## src/rtl/sox_pkg.sv

```systemverilog
package sox_pkg;

   // Build variants for the widened addition
   localparam int SOX_ARCH_OPERATOR = 0;
   localparam int SOX_ARCH_RIPPLE   = 1;

   // Meaning of {extra bit, result sign bit}
   typedef enum logic [1:0] {
      SOX_FIT_POS = 2'b00,
      SOX_OVER    = 2'b01,
      SOX_UNDER   = 2'b10,
      SOX_FIT_NEG = 2'b11
   } sox_range_e;

endpackage

```

## src/rtl/sox_sign_ext.sv

```systemverilog
module sox_sign_ext #(
   parameter int WIDTH = 4,
   localparam int EW   = WIDTH + 1
) (
   input  logic [WIDTH-1:0] din,
   output logic [EW-1:0]    dout
);
   // Repeat the sign bit once above the operand
   assign dout = {din[WIDTH-1], din};
endmodule

```

## src/rtl/sox_sum_core.sv

```systemverilog
module sox_sum_core
   import sox_pkg::*;
#(
   parameter int EW   = 5,
   parameter int ARCH = SOX_ARCH_OPERATOR
) (
   input  logic [EW-1:0] x,
   input  logic [EW-1:0] y,
   output logic [EW-1:0] s
);
   generate
      if (ARCH == SOX_ARCH_OPERATOR) begin : g_operator
         assign s = x + y;
      end else if (ARCH == SOX_ARCH_RIPPLE) begin : g_ripple
         logic [EW-1:0] carry;
         assign carry[0] = 1'b0;
         for (genvar i = 0; i < EW; i++) begin : g_bit
            logic half;
            assign half = x[i] ^ y[i];
            assign s[i] = half ^ carry[i];
            if (i < EW - 1) begin : g_carry
               assign carry[i+1] = (x[i] & y[i]) | (carry[i] & half);
            end
         end
      end else begin : g_bad_arch
         $error("sox_sum_core: unsupported ARCH %0d", ARCH);
         assign s = '0;
      end
   endgenerate
endmodule

```

## src/rtl/sox_flag_decode.sv

```systemverilog
module sox_flag_decode
   import sox_pkg::*;
(
   input  logic extra,
   input  logic res_msb,
   output logic overflow,
   output logic underflow
);
   sox_range_e range;

   assign range = sox_range_e'({extra, res_msb});

   always_comb begin
      overflow  = 1'b0;
      underflow = 1'b0;
      case (range)
         SOX_OVER:  overflow  = 1'b1;
         SOX_UNDER: underflow = 1'b1;
         default: ;
      endcase
   end
endmodule

```

## src/rtl/signed_ovf_adder.sv

```systemverilog
module signed_ovf_adder
   import sox_pkg::*;
#(
   parameter int WIDTH = 4,
   parameter int ARCH  = SOX_ARCH_OPERATOR
) (
   input  logic [WIDTH-1:0] a,
   input  logic [WIDTH-1:0] b,
   output logic [WIDTH-1:0] result,
   output logic             overflow,
   output logic             underflow
);
   localparam int EW  = WIDTH + 1;
   localparam int MSB = WIDTH - 1;

   // the smallest legal width holds a sign bit and one magnitude bit
   generate
      if (WIDTH < 2) begin : g_width_chk
         $error("signed_ovf_adder: WIDTH must be at least 2, got %0d", WIDTH);
      end
   endgenerate

   logic [EW-1:0] a_ext;
   logic [EW-1:0] b_ext;
   logic [EW-1:0] sum_ext;

   sox_sign_ext #(.WIDTH(WIDTH)) u_ext_a (.din(a), .dout(a_ext));
   sox_sign_ext #(.WIDTH(WIDTH)) u_ext_b (.din(b), .dout(b_ext));

   sox_sum_core #(.EW(EW), .ARCH(ARCH)) u_core (
      .x (a_ext),
      .y (b_ext),
      .s (sum_ext)
   );

   assign result = sum_ext[MSB:0];

   sox_flag_decode u_flags (
      .extra     (sum_ext[EW-1]),
      .res_msb   (sum_ext[MSB]),
      .overflow  (overflow),
      .underflow (underflow)
   );
endmodule

```

## config.mk

```make
export PLATFORM = sky130hd
export DESIGN_NAME = signed_ovf_adder
export DESIGN_NICKNAME = d
export VERILOG_FILES = /design/src/rtl/sox_pkg.sv /design/src/rtl/sox_sign_ext.sv /design/src/rtl/sox_sum_core.sv /design/src/rtl/sox_flag_decode.sv /design/src/rtl/signed_ovf_adder.sv
export SDC_FILE = /design/constraint.sdc
export NUM_CORES = 1
export LEC_CHECK = 0
export ABC_AREA = 1
export BUFFER_PORTS_ARGS = -buffer_cell sky130_fd_sc_hd__buf_2
export CAP_MARGIN = 20
export CORE_AREA = 2 2 39 41
export DETAILED_ROUTE_END_ITERATION = 7
export DIE_AREA = 0 0 41 43
export PLACE_DENSITY = 0.43
export SETUP_SLACK_MARGIN = 0.1
export SYNTH_ARGS = -nofsm -noshare
export SYNTH_HDL_FRONTEND = slang
export SYNTH_SLANG_ARGS = --single-unit
```

## constraint.sdc

```tcl
create_clock -name vclk -period 3.9
set_input_delay 0.78 -clock vclk [all_inputs]
set_output_delay 0.78 -clock vclk [all_outputs]
set_load 0.02 [all_outputs]
```

# After elaboration in Yosys (flattened, before gate mapping)
# Cells that the tools add are included.
[op_classes]
muxes = 2
n_eq_ne = 2
addsub = 1
[ops]
columns = ["operator", "n"]
rows = [
  ["4-bit by 4-bit adder with 5-bit output", 1],
  ["2-bit by 1-bit equality test with 1-bit output, second input constant", 1],
  ["2-bit equality test, second input constant", 1],
  ["1-bit two-way mux", 2],
]
[totals]
ff_bits = 0
input_bits = 8

# Logic depth before layout (Yosys ltp)
[logic_depth]
ltp_word = 3
depth_mapped = 9

# Hierarchy
# Synthesis repeated with hierarchy kept, for this count alone.
[unflattened]
hier_cells = 47
hier_area_um2 = 280.3
[modules_own_cells]
columns = ["module", "cells_per_inst", "n_inst", "area_each_um2", "seq_area_each_um2"]
rows = [
  ["sox_sum_core", 33, 1, 190.2, 0.0],
  ["sox_sign_ext", 5, 2, 37.5, 0.0],
  ["sox_flag_decode", 4, 1, 15.0, 0.0],
]

# Least setup slack after synthesis
# No wires, ideal clock.
[synth_path]
path_type = "input to output"
from = "input port a[0]"
to = "output port overflow"
slack_ns = 1.227
required_time_ns = 3.120
arrival_ns = 1.893
n_path_buf = 0
stages = 8
cell_sequence = "ha_1 -> inv_1 -> fa_1 -> inv_1 -> nand2_1 -> nand3_1 -> nand2_1 -> nor2_1"
[synth_via]
elab_chain_len = 3
[synth_rtl]
columns = ["item", "line_no", "text"]
rows = [
  ["start, declared", "signed_ovf_adder.sv:7", "input logic [WIDTH-1:0] a,"],
  ["4-bit by 4-bit adder with 5-bit output", "sox_sum_core.sv:13", "assign s = x + y;"],
  ["2-bit by 1-bit equality test with 1-bit output", "sox_flag_decode.sv:16", "case (range)"],
  ["1-bit two-way mux", "sox_flag_decode.sv:16", ""],
  ["end, declared", "signed_ovf_adder.sv:10", "output logic overflow,"],
]
# Every way passes these cells.

# Worst setup path after layout
# Ends and elaborated chain as after synthesis.

==> flow_summary_export.csv <==
group,metric,value,unit
grt,grt_start_max_net_pins,6,
grt,antenna_found_initial,0,
timing,period_needed,2760,ps
setup_path,cp-end-kind,"primary output",
setup_path,crit_buf_inv,4,
grt,first_global_vias,191,
timing,setup_viol,0,
setup_path,cp_top_family,"adder cells",
yosys,synth_cell_types,12,
final_layout,antenna_cells,0,
timing,tns,0,ps
yosys,syn-cell-area,198,µm²
grt,grt_pass1_wl,690,µm
pwr,power.leakage,0.174,nW
final_layout,nNetsFinal,60,
cts,cts_resized,0,
timing,rsz0062_at_grt,"no",
yosys,netlist_instances,32,
detailed_routing,drt-total-wl,389,µm
timing,worst_slew_pin_slew,180,ps
yosys,yosysMostFrequentCell,"inv_1",
setup_path,cpMaxStageDelayCell,"fa_1",
setup_path,cp_cell_sequence,"buf_2 > ha_1 > inv_1 > fa_1 > inv_1 > nand2_1 > nand3_1 > nand2_1 > nor2_1 > buf_2",
final_layout,regArea,0,µm²
status,outcome,"complete, no violations",
die,fp.dieW,41,µm
detailed_routing,dr.pass1.iters,1,
timing,fmax,0.362,GHz
final_layout,areaGrowthSynthToFinish,41.8,%
yosys,synth.area.top_cells,"ha_1 (25%), inv_1 (15%), nand2_1 (13%), fa_1 (10%), nand3_1 (10%)",
run,maxCapViolCount,0,
detailed_routing,postRouteAntennaNets,0,
timing,hold_viol,0,
die,ios,14,
grt,grt_usage,5.11,%
cts,post-cts-setup-buffers,0,
die,fp.coreArea,0.00138,mm²
die,start_util,14.3,%
timing,slew_violations,0,
yosys,yosys.area.top_type,"ha_1",
detailed_routing,avgViaCountPerCell,3.62,
setup_path,critPathLaunchType,"primary input",
die,placementRows,14,
final_layout,drive_gt1_share,37.8,%
yosys,synth.net_count,45,
setup_path,crit_type,"in -> out",
grt,grt.overflow.total,0,
setup_path,arrival,1980,ps
yosys,avgSynthCellArea,6.18,µm²
final_layout,seq_cells,0,
detailed_routing,drtIter0Drc,0,
placement,io_buffers,14,
placement,place.gp.congestion,0.683,
detailed_routing,vias,221,
timing,hold-worst-slack,1890,ps
yosys,synth_commonest_cells,"inv_1 (8), nand2_1 (7), ha_1 (4), nand3_1 (4), nor2_1 (2)",
yosys,synth_top_area_share,25.3,%
yosys,synth_warnings,0,
pwr,vdd_drop_max,0.0436,mV
detailed_routing,drcViolationCount,0,
detailed_routing,avgRoutedWirePerCell,6.38,µm
yosys,yosysSeqAreaShare,0,%
final_layout,clockBufferCount,0,
hold_path,hold_path_class,"in -> out",
setup_path,path_max_fanout,2,
die,die-area,0.00176,mm²
die,fp.dieH,43,µm
final_layout,nFillCells,156,
setup_path,max_stage_delay,400,ps
pwr,power_density,182,mW/mm²
cts,postCtsHoldBufs,0,
timing,post-route-period-util,70.8,%
timing,slew_headroom,88.0,%
setup_path,worstPathRequired,3120,ps
==> layout make-up <==
class / instances / area (µm²) / area share [%]
timing repair buffer: 14 / 70.1 / 25.0
inverter: 8 / 30.0 / 10.7
tap: 16 / 20.0 / 7.14
multi-input combinational: 23 / 160 / 57.1
==> tightest hold or removal path: stages <==
cell and delay (ps):
buf_2 80, ha_1 100, buf_2 150
==> routing by layer <==
metal	GRT usage (%)	vias to the layer above	share of wire (%)
met3	0	0	3.3
met1	7.96	92	45
li1	-	124	-
met2	8.13	5	52
met5	0	-	0
met4	0	0	0
==> final timing paths <==
path  from   endpoint  slack (ps)  cells past startpoint
max   a[0]   overflow        1140                     10
min   b[0]  result[0]        1890                      3
==> where the power goes <==
group | internal, mW | switching [mW]
clock network | 0 | 0
registers | 0 | 0
logic | 0.0198 | 0.0312
total | 0.0198 | 0.0312
==> metrics by stage <==
stage	cells	worst slack [ps]	utilization (%)	cell area [µm²]	total power [mW]
floorplan	32	1230	-	198	0.0383
global placement	61	1100	20.3	280	0.0514
detailed placement	61	1120	20.3	280	0.0521
CTS	61	1120	20.3	280	0.0522
global route	61	994	20.3	280	0.0577
finish	61	1140	20.3	280	0.0510
==> cell families after synthesis <==
logic type	count (synthesis)	synth area share [%]
compound gates	1	2.53
fa+ha+maj	5	35.4
simple gates	16	38.6
xor+xnor	1	4.43
buf+inv	9	19.0
==> placed cells by master, fill, tap and decap left out, drive strengths merged <==
| cell type | count |
|---|---|
| buf | 14 |
| inv | 8 |
| nand2 | 8 |
| nand3 | 5 |
| ha | 4 |
| nor2 | 3 |
| a21oi | 1 |
| xnor2 | 1 |
| fa | 1 |
Note: power is estimated with default switching activity, not from simulation.
